[config.mk]
export PLATFORM = sky130hd
export DESIGN_NAME = tick_timebase
export DESIGN_NICKNAME = d
export VERILOG_FILES = /design/src/rtl/tbase_pkg.sv /design/src/rtl/tbase_ctrl.sv /design/src/rtl/tbase_dp.sv /design/src/rtl/tick_timebase.sv
export SDC_FILE = /design/constraint.sdc
export NUM_CORES = 1
export LEC_CHECK = 0
export ABC_CLOCK_PERIOD_IN_PS = 3500
export BUFFER_PORTS_ARGS = -buffer_cell sky130_fd_sc_hd__buf_2
export CORE_UTILIZATION = 55
export CTS_CLUSTER_SIZE = 24
export DETAILED_ROUTE_END_ITERATION = 8
export PLACE_DENSITY = 0.78
export RECOVER_POWER = 100
export SLEW_MARGIN = 30
export SYNTH_ARGS = -nofsm -noshare
export SYNTH_HDL_FRONTEND = slang
export SYNTH_SLANG_ARGS = --single-unit
[constraint.sdc]
create_clock -name clk -period 3.5 [get_ports clk]
set_clock_uncertainty 0.05 [all_clocks]
set_input_delay 0.7 -clock clk [delete_from_list [all_inputs] [get_ports clk]]
set_output_delay 0.7 -clock clk [all_outputs]
set_load 0.01 [all_outputs]
[src/rtl/tbase_pkg.sv]
package tbase_pkg;
  localparam int ADDR_W = 2;
  localparam logic [ADDR_W-1:0] ADDR_CNT  = 2'd0;
  localparam logic [ADDR_W-1:0] ADDR_PSC  = 2'd1;
  localparam logic [ADDR_W-1:0] ADDR_ARR  = 2'd2;
  localparam logic [ADDR_W-1:0] ADDR_STAT = 2'd3;

  typedef struct packed {
    logic tick;     // prescaler allows one count step
    logic wrap;     // count at limit on a tick
    logic update;   // reload active registers
    logic restart;  // software restart clears counter
  } tb_strobe_t;
endpackage

[src/rtl/tbase_ctrl.sv]
module tbase_ctrl
  import tbase_pkg::*;
#(
  parameter int PSC_W = 16
) (
  input  logic             clk,
  input  logic             rstN,
  input  logic             cntEnable,
  input  logic             updDisable,
  input  logic             updSource,
  input  logic             updGen,
  input  logic             atTop,
  input  logic [PSC_W-1:0] pscLimit,
  input  logic             statWr,
  input  logic             statBit,
  output tb_strobe_t       strb,
  output logic             updFlag
);
  logic             enDly;
  logic [PSC_W-1:0] pscCnt;
  logic             tickNow, wrapNow, updNow, flagSet;

  always_comb begin
    tickNow = enDly && (pscCnt == pscLimit);
    wrapNow = tickNow && atTop;
    updNow  = !updDisable && (wrapNow || updGen);
    flagSet = updNow && (wrapNow || !updSource);
    strb.tick    = tickNow;
    strb.wrap    = wrapNow;
    strb.update  = updNow;
    strb.restart = updGen;
  end

  always_ff @(posedge clk or negedge rstN) begin
    if (!rstN) begin
      enDly   <= 1'b0;
      pscCnt  <= '0;
      updFlag <= 1'b0;
    end else begin
      enDly <= cntEnable;
      if (updGen)
        pscCnt <= '0;
      else if (enDly)
        pscCnt <= tickNow ? '0 : pscCnt + 1'b1;
      if (flagSet)
        updFlag <= 1'b1;
      else if (statWr && !statBit)
        updFlag <= 1'b0;
    end
  end
endmodule

[src/rtl/tbase_dp.sv]
module tbase_dp
  import tbase_pkg::*;
#(
  parameter int CNT_W  = 16,
  parameter int PSC_W  = 16,
  parameter int DATA_W = 16
) (
  input  logic              clk,
  input  logic              rstN,
  input  tb_strobe_t        strb,
  input  logic              arPreload,
  input  logic              wrEn,
  input  logic [ADDR_W-1:0] wrAddr,
  input  logic [DATA_W-1:0] wrData,
  output logic [CNT_W-1:0]  count,
  output logic [PSC_W-1:0]  pscPre,
  output logic [PSC_W-1:0]  pscShadow,
  output logic [CNT_W-1:0]  arrPre,
  output logic              atTop
);
  logic [CNT_W-1:0] arrShadow;
  logic             limitZero;
  logic             cntWr, pscWr, arrWr;

  always_comb begin
    limitZero = (arrShadow == '0);
    atTop     = !limitZero && (count == arrShadow);
    cntWr     = wrEn && (wrAddr == ADDR_CNT);
    pscWr     = wrEn && (wrAddr == ADDR_PSC);
    arrWr     = wrEn && (wrAddr == ADDR_ARR);
  end

  always_ff @(posedge clk or negedge rstN) begin
    if (!rstN) begin
      count     <= '0;
      pscPre    <= '0;
      pscShadow <= '0;
      arrPre    <= '1;
      arrShadow <= '1;
    end else begin
      if (strb.restart)
        count <= '0;
      else if (cntWr)
        count <= wrData[CNT_W-1:0];
      else if (strb.wrap)
        count <= '0;
      else if (strb.tick && !limitZero)
        count <= count + 1'b1;

      if (pscWr)
        pscPre <= wrData[PSC_W-1:0];
      if (strb.update)
        pscShadow <= pscPre;

      if (arrWr)
        arrPre <= wrData[CNT_W-1:0];
      if (arrWr && !arPreload)
        arrShadow <= wrData[CNT_W-1:0];
      else if (strb.update)
        arrShadow <= arrPre;
    end
  end
endmodule

[src/rtl/tick_timebase.sv]
module tick_timebase
  import tbase_pkg::*;
#(
  parameter int CNT_W = 16,
  parameter int PSC_W = 16
) (
  input  logic                                              clk,
  input  logic                                              rstN,
  input  logic                                              wrEn,
  input  logic [1:0]                                        wrAddr,
  input  logic [((CNT_W > PSC_W) ? CNT_W : PSC_W)-1:0]      wrData,
  input  logic [1:0]                                        rdAddr,
  output logic [((CNT_W > PSC_W) ? CNT_W : PSC_W)-1:0]      rdData,
  input  logic                                              cntEnable,
  input  logic                                              arPreload,
  input  logic                                              updDisable,
  input  logic                                              updSource,
  input  logic                                              updGen,
  input  logic                                              irqEnable,
  output logic [CNT_W-1:0]                                  count,
  output logic                                              tick,
  output logic                                              overflow,
  output logic                                              updateEvt,
  output logic                                              updFlag,
  output logic                                              irq
);
  localparam int DATA_W = (CNT_W > PSC_W) ? CNT_W : PSC_W;

  tb_strobe_t       strb;
  logic [PSC_W-1:0] pscPre, pscShadow;
  logic [CNT_W-1:0] arrPre;
  logic             atTop;
  logic             statWr;

  assign statWr = wrEn && (wrAddr == ADDR_STAT);

  tbase_ctrl #(.PSC_W(PSC_W)) u_ctrl (
    .clk(clk), .rstN(rstN), .cntEnable(cntEnable), .updDisable(updDisable),
    .updSource(updSource), .updGen(updGen), .atTop(atTop), .pscLimit(pscShadow),
    .statWr(statWr), .statBit(wrData[0]), .strb(strb), .updFlag(updFlag)
  );

  tbase_dp #(.CNT_W(CNT_W), .PSC_W(PSC_W), .DATA_W(DATA_W)) u_dp (
    .clk(clk), .rstN(rstN), .strb(strb), .arPreload(arPreload), .wrEn(wrEn),
    .wrAddr(wrAddr), .wrData(wrData), .count(count), .pscPre(pscPre),
    .pscShadow(pscShadow), .arrPre(arrPre), .atTop(atTop)
  );

  assign tick      = strb.tick;
  assign overflow  = strb.wrap;
  assign updateEvt = strb.update;
  assign irq       = updFlag && irqEnable;

  always_comb begin
    case (rdAddr)
      ADDR_CNT: rdData = DATA_W'(count);
      ADDR_PSC: rdData = DATA_W'(pscPre);
      ADDR_ARR: rdData = DATA_W'(arrPre);
      default:  rdData = DATA_W'(updFlag);
    endcase
  end
endmodule

== Word-level counts from Yosys, hierarchy flattened ==
Index checks and enable logic that the tools add are counted.

* Muxes and demuxes: 12
* $add $sub $neg: 2
* Reduce and logical (&&, ||, !) cells: 27
* Eq/ne operators: 7

{| class="wikitable"
|+ Operators with widths
! operator !! number
|-
| 2-to-1 mux 16 bit || 9
|-
| case mux 16 bit (3 select lines) || 1
|-
| adder 16 x 1 -> 16 bit (second input constant) || 2
|-
| equality test 16 bit || 2
|-
| zero test 16 bit || 1
|-
| logical AND 1 bit || 13
|-
| equality test 2 bit (second input constant) || 3
|-
| nonzero test 2 bit || 3
|-
| zero test 1 bit || 5
|-
| equality test 2 x 1 -> 1 bit (second input constant) || 2
|-
| zero test 2 bit || 2
|-
| nonzero test 4 bit || 1
|-
| logical OR 1 bit || 2
|-
| 2-to-1 mux 1 bit || 2
|}

* Input bits: 29
* Bits in registers: 98
* Output and inout bits: 37
* Logic and storage cells: 56

== Longest topological paths before layout ==
Gate-level depths: netlist of run 1.

* Word-level depth: 8
* Gate-level depth with buffers: 8
* Mapped depth without buffers: 7

== Cells and area by module ==
From an unflattened synthesis of run 1, not the netlist that was laid out.

* Cell total of the unflattened synthesis: 504
* Area total of the unflattened synthesis: 5664.2 sq um

{| class="wikitable"
|+ Modules (own cells, without submodules)
! module !! cells each !! area an instance (sq um) !! sequential area each (sq um) !! times used
|-
| tbase_dp || 330 || 3853.7 || 2042.0 || 1
|-
| tbase_ctrl || 134 || 1343.8 || 450.4 || 1
|-
| tick_timebase || 40 || 466.7 || 0.0 || 1
|}

== Worst setup path before layout of run 1 ==
OpenSTA, ideal clock, no wires.

* Kind: register to output
* Start point: register u_dp.count[7]
* End point: output port updateEvt
* Slack: 0.769 ns
* Stages on the path, launching flop included: 7
* Data arrival time: 1.981 ns
* Cells stage by stage: dfrtp_1 -> buf_2 -> xor2_1 -> nor4_2 -> nand4_4 -> o41ai_4 -> buf_6

* Word-level cells in the longest chain between the ends: 5

{| class="wikitable"
|+ Ends and longest elaborated chain
! item !! RTL line !! text
|-
| start, declared || tbase_dp.sv:15 || <nowiki>output logic [CNT_W-1:0] count,</nowiki>
|-
| start signal, assigned || tbase_dp.sv:44 || <nowiki>count <= wrData[CNT_W-1:0];</nowiki>
|-
| start signal, assigned || tbase_dp.sv:48 || <nowiki>count <= count + 1'b1;</nowiki>
|-
| equality test 16 bit || tbase_dp.sv:27 || <nowiki>atTop = !limitZero && (count == arrShadow);</nowiki>
|-
| logical AND 1 bit || tbase_dp.sv:27 ||
|-
| logical AND 1 bit || tbase_ctrl.sv:25 || <nowiki>wrapNow = tickNow && atTop;</nowiki>
|-
| logical OR 1 bit || tbase_ctrl.sv:26 || <nowiki>updNow = !updDisable && (wrapNow || updGen);</nowiki>
|-
| logical AND 1 bit || tbase_ctrl.sv:26 ||
|-
| end, declared || tick_timebase.sv:23 || <nowiki>output logic updateEvt,</nowiki>
|}

Every way passes these cells.

== Final worst setup path of run 1 ==
* Start point: register u_dp.count[0]
* End point: output port updateEvt

Same word-level chain as after synthesis.

==> run metrics, run 1 <==
clock power share=26.4%; Worst setup SP type=flop; global routing met1 resource utilization=45.0%; initial antenna violation count=0; Clock Latency Late Sink=380 ps; Worst R2R Setup Slack=550 ps; buffer and inverter count on the worst path=1; Main synth FF type=dfrtp_1; Post-synth EDFFs=0; Synth top area share=30.7%; GR Util met2=49.6%; Worst EP required=2750 ps; Area Overhead vs Synth=10.7%; top cells by area, synth=dfrtp_1 31%, dfstp_2 16%, mux2_2 9.2%, mux2i_1 6.1%, xor2_1 5.2%; sequential share of power=54.4%; total power=2.93 mW; status=finished, violations left; Synth cell types=55; IO Port Bufs=65; flops & latches, synth=98; RSZ-0062 raised after global routing=no; Min Clock Period, post-route=3210 ps; syn_nets=544; final worst path period share=91.8%; cell leakage power=2.45 nW; hold crit path type=in -> reg; H-tree levels=3; synthesized cell area=5380 um2; Top Usage Layer GRT=met2; Max FO, Critical Path=8; Peak Freq=311 MHz; power density over the cells=491 nW/um2; sequential-to-total area share from yosys stat=46.3%; Initial Util=57.4%; Die ar.=10,200 um2; switching share of power=30.5%; logic gate share of total power=19.3%; vias in the first global route=4,207; RR Startpoint=u_dp.count[0]$_DFFE_PN0P_; syn_area_per_cell=10.5 um2; global-route wire length before repair=23.8 mm; initial drt markers=283; Setup CP Type=reg -> out; hold path cells=1; Final Slew Violations=41; CTS Root Cell=clkbuf_8; Post-synth ARST share=100%; CTS tree=done; routed length per instance=21.0 um; Crit path arrival time=2460 ps; remaining antenna violation count=0; largest net degree at the start of global routing=60; Yosys warning count=0; Hold Startpoint=cntEnable; Inserted Diodes=0; # DRC=0; Max clock buf depth=2; worst r2r path cells=6; Vias=4,336; layout cell share with drive strength beyond 1=23.4%; core area=9370 um2; TritonRoute pass-1 iters=5; vias per inst=6.13; Critical Path Sink Type=output port; GR met3 Demand/Resource=5.62%; CP max stage cell=nor4_2; # IOs=66; crit-path max cell delay=500 ps; Worst Tran Pin Value=2110 ps; CTS Buf Count=9; Setup TNS Final=0 ps; failing checks=capacitance limit, slew limit; Largest delay share family, worst path=simple AND/OR/NAND/NOR gates; Worst-path clk slew=90 ps; Max Cap Viol=1; GRT overflow=0; Worst slew margin=-40.7%; cts hold-fix bufs=0; worst-path cell chain=xor2_1 -> nor4_2 -> nand4_4 -> o41ai_4 -> clkbuf_1; Gate Count Post-Synth=513; Detailed Place HPWL=10.7 mm; Die Height=101 um; final net count=604; Rows=35; Yosys top cell by area=dfrtp_1; RD Place Congestion=0.976; Post-CTS Resized=0; R2R Path End=u_dp.pscShadow[14]$_DFFE_PN0P_; number of clock sinks=98; post-CTS setup buffers=0; sw power=0.894 mW; gr usage total=31.7%; Peak VDD IR=0.272 mV; Routed WL=14.9 mm; Die Width=101 um; # setup viols final=0; hold endpoint=u_ctrl.enDly$_DFF_PN0_; Internal=2.03 mW; final hold violations=0
power by group through the flow:
stage / Sequential (mW) / Clock [mW] / Combinational, mW
5_1_grt: 1.61 / 0.824 / 0.623
4_1_cts: 1.59 / 0.784 / 0.582
3_5_place_dp: 1.61 / 0 / 0.579
6_report: 1.59 / 0.771 / 0.564
3_3_place_gp: 1.59 / 0 / 0.564
2_1_floorplan: 1.52 / 0 / 0.413
Yosys cell counts (all sizes together) (7+ instances only):
| master | number |
|---|---|
| and3 | 8 |
| mux2 | 48 |
| nand3 | 17 |
| dfstp | 32 |
| dfrtp | 66 |
| mux2i | 33 |
| nor2 | 46 |
| buf | 8 |
| nor4 | 14 |
| a21oi | 32 |
| nand2 | 36 |
| o21ai | 33 |
| xnor2 | 13 |
| inv | 7 |
| xor2 | 32 |
| clkbuf | 19 |
worst max path at each step:
stage / slack, ps / cells after the start / from / end
5_1_grt: 140 / 2 / rstN / u_ctrl.pscCnt[8]$_DFFE_PN0P_
2_1_floorplan: 770 / 6 / u_dp.count[7]$_DFFE_PN0P_ / updateEvt
3_3_place_gp: 750 / 5 / u_dp.count[0]$_DFFE_PN0P_ / updateEvt
4_1_cts: 320 / 5 / u_dp.count[0]$_DFFE_PN0P_ / updateEvt
6_report: 290 / 5 / u_dp.count[0]$_DFFE_PN0P_ / updateEvt
3_5_place_dp: 750 / 5 / u_dp.count[0]$_DFFE_PN0P_ / updateEvt
registers in the layout, indices dropped and copies added (netlist names):
| name | flops |
|---|---|
| u_ctrl.updFlag | 1 |
| u_ctrl.pscCnt | 16 |
| u_ctrl.enDly | 1 |
| u_dp.arrPre | 16 |
| u_dp.pscShadow | 16 |
| u_dp.arrShadow | 16 |
| u_dp.count | 16 |
| u_dp.pscPre | 16 |
cells by family (layout without fill, tap and decap cells):
group	after synthesis	count (layout)	synth area share, %
and+or+nand+nor	158	158	15.6
AOI/OAI and AO/OA	94	94	10.7
muxes	82	82	16.6
adders and majority gates	2	2	0.465
xor gates and xnor gates	45	45	7.33
buffers and inverters	34	99	2.93
DFF	98	98	46.3
final cells by class:
cell class	count	area [um2]
clock inverters	3	47.5
clock buffers	13	159
flip-flops and latches	98	2490
inverters	7	26.3
fillers	813	3420
repair buffers	76	342
multi-input cells	381	2730
well taps	129	161
placed cells by master, fill, tap and decap left out, drive strengths merged, types with 4 or more instances in the layout:
cell type	Yosys	final
a31oi	4	4
nor2	46	46
mux2	48	48
o21ai	33	33
nor3	4	4
o2111ai	5	5
mux2i	33	33
xnor2	13	13
inv	7	8
dfstp	32	32
buf	8	32
nor4	14	14
nand4	6	6
clkbuf	19	57
and3	8	8
nand3b	5	5
nand2	36	36
dfrtp	66	66
nand3	17	17
a21oi	32	32
and2	5	5
xor2	32	32
routing by layer:
layer	part of all wire, %	routed length [um]
met1	44	6610
met2	46	6900
met5	0	0
met4	2.4	363
met3	6.7	992
through the flow:
stage / setup slack (ps) / cells / utilization (%) / hold WS (ps) / area [um2]
after floorplan: 769 / 513 / - / 354 / 5380
after global placement: 746 / 690 / 62.1 / 449 / 5820
after detailed placement: 750 / 690 / 62.1 / 454 / 5820
after CTS: 315 / 706 / 64.3 / 243 / 6030
after global routing: 135 / 707 / 63.6 / 370 / 5960
final: 287 / 707 / 63.6 / 390 / 5960
No activity file was read; power rests on OpenSTA's default activity.
==> inputs of run 2 (changes only) <==
Settings changed: CTS_BUF_LIST from default to sky130_fd_sc_hd__clkbuf_4, HOLD_SLACK_MARGIN from default to 0.08.
==> run 2 against run 1 <==
The flow still finishes with violations (capacitance limit, slew limit). Maximum frequency decreased by 2.9%. Non-clock buffer count is the same. Combinational power hardly changed. First-iteration DRC count shrank 1.1%. Sequential cell count unchanged. Critical path depth is the same. Global-route usage down 0.35 points. Utilization is 0.76 points lower. Count of clock-buffer cells in the layout down 2. Power decreased by 5.3%. Clock power shrank 20%. Sequential share of layout area up 0.51 points. Largest power group unchanged. Highest routed layer unchanged.
==> run metrics, run 2 (synthesized netlist as in run 1, its figures left out) <==
Final Slew Violations=41 (unchanged); Routed WL=14.7 mm (was 14.9 mm); cts hold-fix bufs=0 (unchanged); Die Width=101 um (unchanged); cell leakage power=2.43 nW (was 2.45 nW); CP max stage cell=dfrtp_1 (was nor4_2); H-tree levels=3 (unchanged); RSZ-0062 raised after global routing=no (unchanged); Die ar.=10,200 um2 (unchanged); Min Clock Period, post-route=3310 ps (was 3210 ps); Peak VDD IR=0.283 mV (was 0.272 mV); most frequent cells in the layout=66 x dfrtp_1, 46 x nor2_1, 43 x mux2_2, 39 x clkbuf_1, 36 x nand2_1 (was 66 x dfrtp_1, 46 x nor2_1, 43 x mux2_2, 43 x clkbuf_1, 36 x nand2_1); Fill cells=824 (was 813); Crit path arrival time=2560 ps (was 2460 ps); routed length per instance=20.8 um (was 21.0 um); Worst setup SP type=flop (unchanged); hold crit path type=in -> reg (unchanged); CTS Buf Count=9 (unchanged); CTS tree=done (unchanged); remaining antenna violation count=0 (unchanged); # setup viols final=0 (unchanged); status=finished, violations left (unchanged); initial drt markers=280 (was 283); Worst-path clk slew=140 ps (was 90 ps); # IOs=66 (unchanged); Area Overhead vs Synth=9.42% (was 10.7%); worst r2r path cells=6 (unchanged); Detailed Place HPWL=10.7 mm (unchanged); post-CTS setup buffers=0 (unchanged); most common cell after layout, fill and taps aside=dfrtp_1 (unchanged); gr usage total=31.3% (was 31.7%); Setup CP Type=reg -> out (unchanged); Peak Freq=302 MHz (was 311 MHz); power density over the cells=471 nW/um2 (was 491 nW/um2); GRT overflow=0 (unchanged); Worst EP required=2750 ps (about the same); Initial Util=57.4% (unchanged); layout cell share with drive strength beyond 1=23.5% (was 23.4%); Max Cap Viol=1 (unchanged); Vias=4,377 (was 4,336); Worst slew margin=-41.6% (was -40.7%); hold path cells=1 (unchanged); vias in the first global route=4,230 (was 4,207); IO Port Bufs=65 (unchanged); final net count=604 (unchanged); global-route wire length before repair=23.6 mm (was 23.8 mm); min setup slack post-route=191 ps (was 287 ps); WP depth=5 (unchanged); failing checks=capacitance limit, slew limit (unchanged); largest net degree at the start of global routing=60 (unchanged); initial antenna violation count=0 (unchanged); number of clock sinks=98 (unchanged); # DRC=0 (unchanged); final worst path period share=94.5% (was 91.8%); TritonRoute pass-1 iters=6 (was 5); Critical Path Sink Type=output port (unchanged); Largest delay share family, worst path=simple AND/OR/NAND/NOR gates (unchanged); Max FO, Critical Path=8 (unchanged); final hold violations=0 (unchanged); Worst Tran Pin Value=2120 ps (was 2110 ps); vias per inst=6.19 (was 6.13); worst-path cell chain=xor2_1 -> nor4_2 -> nand4_4 -> o41ai_4 -> clkbuf_2 (was xor2_1 -> nor4_2 -> nand4_4 -> o41ai_4 -> clkbuf_1); core area=9370 um2 (unchanged); Inserted Diodes=0 (unchanged); Die Height=101 um (unchanged); dpl ws=750 ps (unchanged); CTS Root Cell=clkbuf_4 (was clkbuf_8); Setup TNS Final=0 ps (unchanged); buffer and inverter count on the worst path=1 (unchanged); Clock Latency Late Sink=470 ps (was 380 ps); crit-path max cell delay=510 ps (was 500 ps); RD Place Congestion=0.976 (unchanged); Max clock buf depth=2 (unchanged); Rows=35 (unchanged); fin cells=707 (unchanged); Post-CTS Resized=0 (unchanged); placed insts=690 (unchanged)
[run 2: changes by cell type in the layout (fill, tap and decap cells not counted), moves of 2 or more]
cell / change
clkbuf_1: -4
clkbuf_4: +11
clkbuf_8: -11
clkinv_1: +2
[run 2: worst paths after layout]
kind	endpoint	slack [ps]	startpoint
max in group asynchronous	u_dp.count[9]$_DFFE_PN0P_	750	rstN
min in group asynchronous	u_dp.pscPre[3]$_DFFE_PN0P_	780	rstN
hold reg to reg	u_dp.pscShadow[0]$_DFFE_PN0P_	490	u_dp.pscShadow[0]$_DFFE_PN0P_
setup reg to reg	u_dp.count[7]$_DFFE_PN0P_	420	u_dp.arrShadow[14]$_DFFE_PN1P_
setup / recovery	updateEvt	190	u_dp.count[0]$_DFFE_PN0P_
hold / removal	u_ctrl.enDly$_DFF_PN0_	300	cntEnable
[run 2: cell type report]
cell class / instances / area, um2 / share of cell area (%)
Multi-Input combinational cell: 381 / 2720 / 46.3
Sequential cell: 98 / 2490 / 42.4
Inverter: 7 / 26.3 / 0.447
Timing Repair Buffer: 76 / 344 / 5.85
Clock buffer: 11 / 82.6 / 1.40
Clock inverter: 5 / 55.1 / 0.936
Tap cell: 129 / 161 / 2.74
[run 2: power breakdown]
part / switching, mW / internal (mW) / leakage [nW] / total, mW
Sequential: 0.206 / 1.38 / 1.18 / 1.59
Combinational: 0.290 / 0.274 / 1.18 / 0.564
Clock: 0.382 / 0.234 / 0.0765 / 0.616
[run 2: worst reg2reg max path: cells and delay by family, from the launching register on]
family	cells	cell delay [ps]
AO/OA/AOI/OAI	2	480
AND/OR/NAND/NOR	3	1580
flip-flops	1	580
XOR/XNOR	1	310
[run 2: stage by stage]
step	total power, mW	utilization [%]	hold slack [ps]	cell area, um2
after floorplan	1.93	-	354	5380
after global placement	2.16	62.1	449	5820
after detailed placement	2.19	62.1	454	5820
after CTS	2.79	63.6	137	5960
after global routing	2.90	62.8	265	5880
final	2.77	62.8	302	5880
[run 2: metal layers]
metal | up-vias | routed length (um) | global-route usage (%)
met5 | - | 0 | 0
met4 | 0 | 351 | 10.0
met3 | 31 | 991 | 5.13
met2 | 195 | 6760 | 49.1
met1 | 2181 | 6640 | 44.7
li1 | 1970 | - | -
